===== config.mk =====
export PLATFORM = sky130hd
export DESIGN_NAME = edid_resender
export DESIGN_NICKNAME = d
export VERILOG_FILES = /design/src/rtl/edid_rs_pkg.sv /design/src/rtl/edid_track.sv /design/src/rtl/edid_seq.sv /design/src/rtl/edid_cmd_build.sv /design/src/rtl/edid_resender.sv
export SDC_FILE = /design/constraint.sdc
export NUM_CORES = 1
export LEC_CHECK = 0
export BUFFER_PORTS_ARGS = -buffer_cell sky130_fd_sc_hd__buf_4
export CAP_MARGIN = 20
export CORE_MARGIN = 2
export CORE_UTILIZATION = 45
export CTS_BUF_LIST = sky130_fd_sc_hd__clkbuf_2
export CTS_CLUSTER_SIZE = 12
export DETAILED_ROUTE_END_ITERATION = 6
export PLACE_DENSITY = 0.68
export SYNTH_ARGS = -nofsm -noshare
export SYNTH_HDL_FRONTEND = slang
export SYNTH_SLANG_ARGS = --single-unit

===== constraint.sdc =====
create_clock -name clk -period 5.97 [get_ports clk]
set_clock_uncertainty 0.2 [all_clocks]
set_input_delay 0.8955 -clock clk [delete_from_list [all_inputs] [get_ports clk]]
set_output_delay 0.8955 -clock clk [all_outputs]
set_load 0.1 [all_outputs]

===== src/rtl/edid_rs_pkg.sv =====
package edid_rs_pkg;
  typedef enum logic [1:0] {ST_IDLE = 2'd0, ST_ISSUE = 2'd1, ST_WAIT = 2'd2} seq_state_e;
  typedef enum logic [1:0] {PH_SEG = 2'd0, PH_OFS = 2'd1, PH_FWD = 2'd2} seq_phase_e;
endpackage


===== src/rtl/edid_track.sv =====
module edid_track #(
  parameter int ADDR_W      = 20,
  parameter int LEN_W       = 8,
  parameter int OFS_W       = 16,
  parameter int BLOCK_BYTES = 128,
  parameter int STEP_BYTES  = 16,
  parameter int SEG_ADDR    = 'h30,
  parameter int EDID_ADDR   = 'h50
) (
  input  logic              clk,
  input  logic              rst_n,
  input  logic              deinit,
  input  logic              accept,
  input  logic              req_native,
  input  logic              req_read,
  input  logic              req_mot,
  input  logic [ADDR_W-1:0] req_addr,
  input  logic [LEN_W-1:0]  req_len,
  input  logic [7:0]        req_data0,
  output logic [7:0]        seg_q,
  output logic [OFS_W-1:0]  ofs_q,
  output logic              qualify,
  output logic              need_seg,
  output logic              need_ofs
);
  localparam int BLK_LSB = $clog2(BLOCK_BYTES);
  localparam logic [OFS_W-1:0] STEP = OFS_W'(STEP_BYTES);
  localparam logic [OFS_W-1:0] END1 = OFS_W'(BLOCK_BYTES);
  localparam logic [OFS_W-1:0] END2 = OFS_W'(2 * BLOCK_BYTES);

  logic i2c_wr, snoop_seg, snoop_ofs, aligned;
  logic [OFS_W-1:0] ofs_adv;

  assign i2c_wr    = !req_native && !req_read && (req_len != '0);
  assign snoop_seg = i2c_wr && (req_addr == ADDR_W'(SEG_ADDR));
  assign snoop_ofs = i2c_wr && (req_addr == ADDR_W'(EDID_ADDR));
  assign qualify   = !req_native && req_read && req_mot && (req_len != '0);
  assign aligned   = (ofs_q[BLK_LSB-1:0] == '0);
  assign need_ofs  = qualify && !aligned;
  assign need_seg  = need_ofs && (seg_q != 8'd0);
  assign ofs_adv   = ofs_q + STEP;

  always_ff @(posedge clk) begin
    if (!rst_n || deinit) begin
      seg_q <= 8'd0;
      ofs_q <= '0;
    end else if (accept) begin
      if (snoop_seg) seg_q <= req_data0;
      if (snoop_ofs) ofs_q <= OFS_W'(req_data0);
      if (qualify) begin
        ofs_q <= ofs_adv;
        if (ofs_adv == END1 || ofs_adv == END2) seg_q <= 8'd0;
      end
    end
  end

  // offset steps forward after a qualifying read
  a_r6_advance: assert property (@(posedge clk) disable iff (!rst_n)
    accept && qualify && !deinit |=> ofs_q == $past(ofs_q) + STEP);
  // segment cleared at the end of the first block
  a_r6_seg_clear: assert property (@(posedge clk) disable iff (!rst_n)
    accept && qualify && !deinit && (ofs_q + STEP == END1) |=> seg_q == 8'd0);
  // deinit empties both copies
  a_r10_deinit_clear: assert property (@(posedge clk) disable iff (!rst_n)
    deinit |=> seg_q == 8'd0 && ofs_q == '0);
  // requests that neither snoop nor qualify leave tracking alone
  a_r3_no_touch: assert property (@(posedge clk) disable iff (!rst_n)
    accept && !deinit && !qualify && !snoop_seg && !snoop_ofs |=> $stable(seg_q) && $stable(ofs_q));
endmodule


===== src/rtl/edid_seq.sv =====
module edid_seq
  import edid_rs_pkg::*;
#(
  parameter int ADDR_W = 20,
  parameter int LEN_W  = 8
) (
  input  logic              clk,
  input  logic              rst_n,
  input  logic              req_valid,
  output logic              req_ready,
  output logic              accept,
  input  logic              req_native,
  input  logic              req_read,
  input  logic [ADDR_W-1:0] req_addr,
  input  logic [LEN_W-1:0]  req_len,
  input  logic [7:0]        req_data0,
  input  logic              need_seg,
  input  logic              need_ofs,
  input  logic [7:0]        seg_now,
  input  logic [7:0]        ofs_now,
  input  logic              cmd_ready,
  input  logic              txn_done,
  output logic              cmd_valid,
  output seq_phase_e        phase,
  output logic              l_native,
  output logic              l_read,
  output logic [ADDR_W-1:0] l_addr,
  output logic [LEN_W-1:0]  l_len,
  output logic [7:0]        l_data0,
  output logic [7:0]        l_seg,
  output logic [7:0]        l_ofs
);
  seq_state_e state;

  assign req_ready = (state == ST_IDLE);
  assign accept    = req_valid && req_ready;
  assign cmd_valid = (state == ST_ISSUE);

  always_ff @(posedge clk) begin
    if (!rst_n) begin
      state    <= ST_IDLE;
      phase    <= PH_FWD;
      l_native <= 1'b0;
      l_read   <= 1'b0;
      l_addr   <= '0;
      l_len    <= '0;
      l_data0  <= 8'd0;
      l_seg    <= 8'd0;
      l_ofs    <= 8'd0;
    end else begin
      case (state)
        ST_IDLE: if (accept) begin
          l_native <= req_native;
          l_read   <= req_read;
          l_addr   <= req_addr;
          l_len    <= req_len;
          l_data0  <= req_data0;
          l_seg    <= seg_now;
          l_ofs    <= ofs_now;
          phase    <= need_seg ? PH_SEG : (need_ofs ? PH_OFS : PH_FWD);
          state    <= ST_ISSUE;
        end
        ST_ISSUE: if (cmd_ready) state <= ST_WAIT;
        ST_WAIT: if (txn_done) begin
          case (phase)
            PH_SEG:  begin phase <= PH_OFS; state <= ST_ISSUE; end
            PH_OFS:  begin phase <= PH_FWD; state <= ST_ISSUE; end
            default: state <= ST_IDLE;
          endcase
        end
        default: state <= ST_IDLE;
      endcase
    end
  end

  // nothing new is offered before completion of the last command
  a_r8_one_outstanding: assert property (@(posedge clk) disable iff (!rst_n)
    cmd_valid && cmd_ready |=> !cmd_valid && !req_ready);
  // an offered command stays put under back-pressure
  a_r9_hold: assert property (@(posedge clk) disable iff (!rst_n)
    cmd_valid && !cmd_ready |=> cmd_valid && $stable(phase) && $stable(l_addr));
  // the forwarded command's completion frees the request side
  a_r8_release: assert property (@(posedge clk) disable iff (!rst_n)
    state == ST_WAIT && txn_done && phase == PH_FWD |=> req_ready);
endmodule


===== src/rtl/edid_cmd_build.sv =====
module edid_cmd_build
  import edid_rs_pkg::*;
#(
  parameter int ADDR_W   = 20,
  parameter int LEN_W    = 8,
  parameter int SEG_ADDR = 'h30
) (
  input  seq_phase_e        phase,
  input  logic              l_native,
  input  logic              l_read,
  input  logic [ADDR_W-1:0] l_addr,
  input  logic [LEN_W-1:0]  l_len,
  input  logic [7:0]        l_data0,
  input  logic [7:0]        l_seg,
  input  logic [7:0]        l_ofs,
  output logic              cmd_native,
  output logic              cmd_read,
  output logic [ADDR_W-1:0] cmd_addr,
  output logic [LEN_W-1:0]  cmd_len,
  output logic [7:0]        cmd_data0,
  output logic              cmd_no_addr,
  output logic              cmd_no_stop,
  output logic              cmd_inserted
);
  always_comb begin
    cmd_native   = 1'b0;
    cmd_read     = 1'b0;
    cmd_len      = LEN_W'(1);
    cmd_no_addr  = 1'b1;
    cmd_no_stop  = 1'b1;
    cmd_inserted = 1'b1;
    cmd_addr     = l_addr;
    cmd_data0    = l_ofs;
    case (phase)
      PH_SEG: begin
        cmd_addr  = ADDR_W'(SEG_ADDR);
        cmd_data0 = l_seg;
      end
      PH_OFS: ;
      default: begin
        cmd_native   = l_native;
        cmd_read     = l_read;
        cmd_len      = l_len;
        cmd_data0    = l_data0;
        cmd_no_stop  = !l_read;
        cmd_inserted = 1'b0;
      end
    endcase
  end
endmodule


===== src/rtl/edid_resender.sv =====
module edid_resender
  import edid_rs_pkg::*;
#(
  parameter int ADDR_W      = 20,
  parameter int LEN_W       = 8,
  parameter int OFS_W       = 16,
  parameter int BLOCK_BYTES = 128,
  parameter int STEP_BYTES  = 16,
  parameter int SEG_ADDR    = 'h30,
  parameter int EDID_ADDR   = 'h50
) (
  input  logic              clk,
  input  logic              rst_n,
  input  logic              deinit,
  input  logic              req_valid,
  output logic              req_ready,
  input  logic              req_native,
  input  logic              req_read,
  input  logic              req_mot,
  input  logic [ADDR_W-1:0] req_addr,
  input  logic [LEN_W-1:0]  req_len,
  input  logic [7:0]        req_data0,
  output logic              cmd_valid,
  input  logic              cmd_ready,
  output logic              cmd_native,
  output logic              cmd_read,
  output logic [ADDR_W-1:0] cmd_addr,
  output logic [LEN_W-1:0]  cmd_len,
  output logic [7:0]        cmd_data0,
  output logic              cmd_no_addr,
  output logic              cmd_no_stop,
  output logic              cmd_inserted,
  input  logic              txn_done
);
  logic accept, qualify, need_seg, need_ofs;
  logic [7:0] seg_q;
  logic [OFS_W-1:0] ofs_q;
  seq_phase_e phase;
  logic l_native, l_read;
  logic [ADDR_W-1:0] l_addr;
  logic [LEN_W-1:0] l_len;
  logic [7:0] l_data0, l_seg, l_ofs;

  edid_track #(
    .ADDR_W(ADDR_W), .LEN_W(LEN_W), .OFS_W(OFS_W), .BLOCK_BYTES(BLOCK_BYTES),
    .STEP_BYTES(STEP_BYTES), .SEG_ADDR(SEG_ADDR), .EDID_ADDR(EDID_ADDR)
  ) u_track (
    .clk(clk), .rst_n(rst_n), .deinit(deinit), .accept(accept),
    .req_native(req_native), .req_read(req_read), .req_mot(req_mot),
    .req_addr(req_addr), .req_len(req_len), .req_data0(req_data0),
    .seg_q(seg_q), .ofs_q(ofs_q), .qualify(qualify),
    .need_seg(need_seg), .need_ofs(need_ofs)
  );

  edid_seq #(.ADDR_W(ADDR_W), .LEN_W(LEN_W)) u_seq (
    .clk(clk), .rst_n(rst_n), .req_valid(req_valid), .req_ready(req_ready),
    .accept(accept), .req_native(req_native), .req_read(req_read),
    .req_addr(req_addr), .req_len(req_len), .req_data0(req_data0),
    .need_seg(need_seg), .need_ofs(need_ofs), .seg_now(seg_q), .ofs_now(ofs_q[7:0]),
    .cmd_ready(cmd_ready), .txn_done(txn_done), .cmd_valid(cmd_valid), .phase(phase),
    .l_native(l_native), .l_read(l_read), .l_addr(l_addr), .l_len(l_len),
    .l_data0(l_data0), .l_seg(l_seg), .l_ofs(l_ofs)
  );

  edid_cmd_build #(.ADDR_W(ADDR_W), .LEN_W(LEN_W), .SEG_ADDR(SEG_ADDR)) u_build (
    .phase(phase), .l_native(l_native), .l_read(l_read), .l_addr(l_addr),
    .l_len(l_len), .l_data0(l_data0), .l_seg(l_seg), .l_ofs(l_ofs),
    .cmd_native(cmd_native), .cmd_read(cmd_read), .cmd_addr(cmd_addr),
    .cmd_len(cmd_len), .cmd_data0(cmd_data0), .cmd_no_addr(cmd_no_addr),
    .cmd_no_stop(cmd_no_stop), .cmd_inserted(cmd_inserted)
  );

  // inserted commands are one-byte I2C writes with both options set
  a_r5_insert_shape: assert property (@(posedge clk) disable iff (!rst_n)
    cmd_valid && cmd_inserted |-> !cmd_read && !cmd_native && cmd_len == LEN_W'(1)
                                  && cmd_no_addr && cmd_no_stop);
  // a forwarded read keeps the stop
  a_r7_fwd_read_flags: assert property (@(posedge clk) disable iff (!rst_n)
    cmd_valid && !cmd_inserted && cmd_read |-> cmd_no_addr && !cmd_no_stop);
  // an aligned qualifying read goes straight through
  a_r4_aligned_direct: assert property (@(posedge clk) disable iff (!rst_n)
    accept && qualify && !need_ofs |=> cmd_valid && !cmd_inserted);
endmodule


Word level (Yosys, flattened, before mapping)
Index checks and enable logic that the tools add are counted.

Add/sub/neg operators: 1. Equal/unequal tests: 11. Multiplexer cells: 23. Reductions and logical operators: 29.

Operators with widths (number): $mux W16 (2); $mux W8 (4); $eq A20 B6 Y1 const B (1); $eq A20 B7 Y1 const B (1); $mux W20 (1); $add A16 B5 Y16 const B (1); $eq A16 B8 Y1 const B (1); $eq A16 B9 Y1 const B (1); $pmux W8 S2 (1); $reduce_bool A8 Y1 (2); $mux W2 (7); $logic_and A1 B1 Y1 (10); $pmux W2 S2 (2); $logic_not A7 Y1 (1); $pmux W2 S3 (1); $logic_not A1 Y1 (5); $mux W1 (5); $eq A2 B1 Y1 const B (2); $logic_not A2 Y1 (2); $ne A2 B2 Y1 const B (2); $reduce_and A2 Y1 (2); $reduce_and A4 Y1 (1); $reduce_bool A2 Y1 (2); $ne A3 B1 Y1 const B (1); 5 further kinds (6).

Register bits after elaboration: 82. Bits of input ports: 45. Output and inout port bits: 43.

Depth between registers and ports, before layout
Depth after elaboration: 9. Depth in mapped cells: 8. Gate-level depth less buffers: 6.

Hierarchy
Synthesis repeated with hierarchy kept, for this count alone.

Cells, all modules: 522. Area, all modules: 4305.4 sq um.

Modules (own cells, without submodules): edid_seq (instances 1, cells each 265, area an instance 2258.4 sq um, sequential area each 1161.1 sq um); edid_track (instances 1, cells each 192, area an instance 1609.0 sq um, sequential area each 480.5 sq um); edid_cmd_build (instances 1, cells each 65, area an instance 437.9 sq um, sequential area each 0.0 sq um).

Worst setup path before layout
No wires, ideal clock.

Path kind: register to output. Start point: register u_seq.phase[0]. End point: output port cmd_data0[0]. Arrival: 2.967 ns. Slack: 1.907 ns. Cell stages (with the launch flop): 4. Buffers on the path: 1. Cell sequence: dfxtp_1 > clkbuf_1 > mux2i_1 > o21ai_0.

Word-level cells in the longest chain between the ends: 2. Elaborated cells on any way between the ends: 3. Classes of those cells: 1 x eq/ne; 1 x mux; 1 x reduce/logical.

RTL lines: start: declaration (RTL line edid_seq.sv:24) `output seq_phase_e phase,`; start signal: assignment (RTL line edid_seq.sv:60) `phase <= need_seg ? PH_SEG : (need_ofs ? PH_OFS : PH_FWD);`; $eq A2 B1 Y1 or $logic_not A2 Y1 (tied branches) (RTL line edid_cmd_build.sv:34) `case (phase)`; $pmux W8 S2 (*) (RTL line edid_cmd_build.sv:34); end: declaration (RTL line edid_resender.sv:29) `output logic [7:0] cmd_data0,`.

Every way passes the cells marked *; elsewhere a longest branch is shown, timed or not.

Worst setup path after layout
Start point: register u_seq.phase[1]. End point: output port cmd_addr[5].

Word-level cells in the longest chain between the ends: 2.

RTL lines: $logic_not A2 Y1 (RTL line edid_cmd_build.sv:34); $mux W20 (RTL line edid_cmd_build.sv:34); end: declaration (RTL line edid_resender.sv:27) `output logic [ADDR_W-1:0] cmd_addr,`.

No other way between the ends.

==> metrics.txt <==
outcome finished, final reports clean; antenna diode count 0; CP Launch Point u_seq.phase[1]; Max Cap Viol 0; largest area contributor in the netlist dfxtp_1; Worst EP arrival 2400 ps; setup violators final 0; number of H-tree levels 3; f_max between 0.2 and 0.3 GHz; post-route ant nets 0; worst-path fanout max 28; top sig layer met4; final core occ between 50% and 60%; Fin. Hold Viols 0; ranking of synthesized cells by area dfxtp_1 41%, nand2_1 12%, a21boi_0 10%; first-pass GRT wire length 16.9 mm; Synth Net Count 549; CP Class reg2out; Comb power frac 24.4%; fin crit share just under 60%; setup tns final 0 ps; Internal just under 0.8 mW; clock transition at the registers of the reported paths between 200 and 300 ps; pwr dens 259 nW/um2; initial antenna violation count 0; hold bufs inserted after CTS 0; area fraction of the dominant cell type after synthesis a little over 40%; clk_lat worst skew ~570 ps; most used flip-flop cell after synthesis dfxtp_1; buffers added on ports 86; top-count cell post-synth nand2_1; vias in the first global route roughly 3.6k; CP startpoint kind flip-flop; Psw 0.466 mW; DRT Pass-1 Iters 4; Hold WC Path Type reg2reg; Routed wire per std cell roughly 15 um; Clock Tree Buf Depth 2; pin count of the biggest net entering global routing 61; library cells used by synthesis 57; Fillers around 820; WL met3 roughly 660 um; DIE WIDTH 98.8 um; Hold Crit Start u_seq.l_len[3]; CTS root buffer clkbuf_2; Post-CTS Setup Repair Bufs 0; Cell Area, Placed roughly 4700 um2; clock period minus worst slack approximately 3500 ps; Vias 3688; Yosys reg bits 82; commonest cells in the netlist 132 x nand2_1, 82 x dfxtp_1, 54 x a21boi_0; # resized after CTS 0; Final Slew Violations 0; met1 WL 4.60 mm; RSZ-0062 raised after global routing no; crit path capture type output port; wire length on met2 about 4.7 mm; max_slew headroom 29.4%; sw frac a little under two fifths; Final nets a little over 600; Initial DRC Count about 270; final WL just over 10 mm; TritonCTS buffer count 9; sequential area share after synthesis 40.6%; worst endpoint required time 4870 ps; Syn. warnings 0; # IOs slightly below 90; Pleak around 1.9 nW; Die Ht 98.8 um; fraction of layout cells with a size suffix above 1 20.7%; synthesized area per cell 8.06 um2; clock sinks just over 80; Worst IR Drop VDD about 0.13 mV; worst r2r src u_track.ofs_q[4]; Initial Util approximately 46%; Mapped Cells around 500; Detailed Place HPWL roughly 7.0 mm; Clk pwr share 29.3%; TritonCTS clock tree done; total track usage roughly a fifth; Flop pwr share a little under half; Final Cell Area about 4900 um2; EDFF count, synth 0; FFs w/ async S/R, synth 0%; Rows 34; Placer Congestion just over 0.8; area delta synth->final 20.2%; Core Area 8720 um2; Synth Cell Area between 4000 and 5000 um2; total gr overflow 0; DRC errors left 0; routed vias/inst approximately 5.4; DIE AREA approximately 9800 um2; Slew @ Worst Pin ~1100 ps
area by class of cell:
type / instances / area [um2] / area share, %
repair buffers: 89 / 681 / 14.0
flip-flops and latches: 82 / 1640 / 33.7
clock buffers: 9 / 45.0 / 0.926
multi-input cells: 377 / 2230 / 45.8
inverters: 7 / 26.3 / 0.540
clock inverters: 7 / 108 / 2.21
well taps: 108 / 135 / 2.78
final timing paths:
kind                 endpoint  slack [ps]  cells after the start
max               cmd_addr[5]        2480                      4
max reg2reg  u_track.seg_q[1]        3310                      6
min reg2reg    u_seq.l_len[3]         270                      2
min            u_seq.l_len[3]         270                      2
critical path, cell delays in order, from the launching register on:
cell and delay [ps]:
dfxtp_1 920, nor2_1 110, buf_4 240, or2_2 310, buf_4 240
cells by family after synthesis:
group | count (synthesis) | synth area share [%]
buffers and inverters | 43 | 4.48
AO/OA/AOI/OAI | 110 | 19.8
adder cells (fa/ha/maj) | 2 | 0.618
AND/OR/NAND/NOR | 239 | 28.4
flip-flops | 82 | 40.6
multiplexers | 21 | 5.19
other | 1 | 0.0927
XOR/XNOR | 4 | 0.866
power groups by stage:
stage                     logic (mW)  clock network, mW  registers (mW)
after floorplan                0.236                  0           0.585
after global placement         0.305                  0           0.593
after detailed placement       0.309                  0           0.594
after CTS                      0.310              0.378           0.584
after global routing           0.325              0.400           0.587
final                          0.308              0.370           0.584
stage by stage:
stage	power, mW	setup WS, ps	hold WS, ps	instances
final	1.26	2480	273	679
after global routing	1.31	2330	289	679
after CTS	1.27	2470	276	679
after detailed placement	0.903	2660	253	663
after global placement	0.898	2720	247	662
after floorplan	0.821	1910	238	502
flip-flops by register name, summed over array words and instances, names as in the netlist:
| register | cells |
|---|---|
| u_track.seg_q | 8 |
| u_seq.l_addr | 20 |
| u_seq.l_native | 1 |
| u_seq.l_len | 8 |
| u_seq.l_ofs | 8 |
| u_track.ofs_q | 16 |
| u_seq.l_read | 1 |
| u_seq.phase | 2 |
| u_seq.state | 2 |
| u_seq.l_seg | 8 |
| u_seq.l_data0 | 8 |
per-layer routing:
metal / vias to the layer above / GRT usage, %
met1: 1719 / 27.4
met5: - / 0
li1: 1847 / -
met4: 0 / 8.11
met2: 111 / 35.7
met3: 11 / 3.83
cells in the final DEF, fill, tap and decap left out, types with 2 or more instances in the layout:
| cell | n |
|---|---|
| nor3_1 | 10 |
| o211ai_1 | 3 |
| nand4_1 | 7 |
| o21a_1 | 2 |
| inv_6 | 2 |
| or2_2 | 3 |
| clkbuf_2 | 9 |
| ha_1 | 2 |
| inv_8 | 2 |
| xnor2_1 | 3 |
| o21ai_0 | 15 |
| a21oi_1 | 9 |
| nand3b_1 | 2 |
| nor2b_1 | 23 |
| or4_1 | 4 |
| a21boi_0 | 54 |
| mux2i_1 | 21 |
| a211oi_1 | 2 |
| nand2_1 | 132 |
| nand3_1 | 7 |
| buf_4 | 88 |
| and2_1 | 11 |
| a211o_1 | 2 |
| bufinv_16 | 2 |
| nor2_1 | 15 |
| nand2b_1 | 5 |
| dfxtp_1 | 82 |
| a31oi_1 | 8 |
| inv_1 | 7 |
| or3_1 | 3 |
| nor4_1 | 8 |
Note: power is estimated with default switching activity, not from simulation.
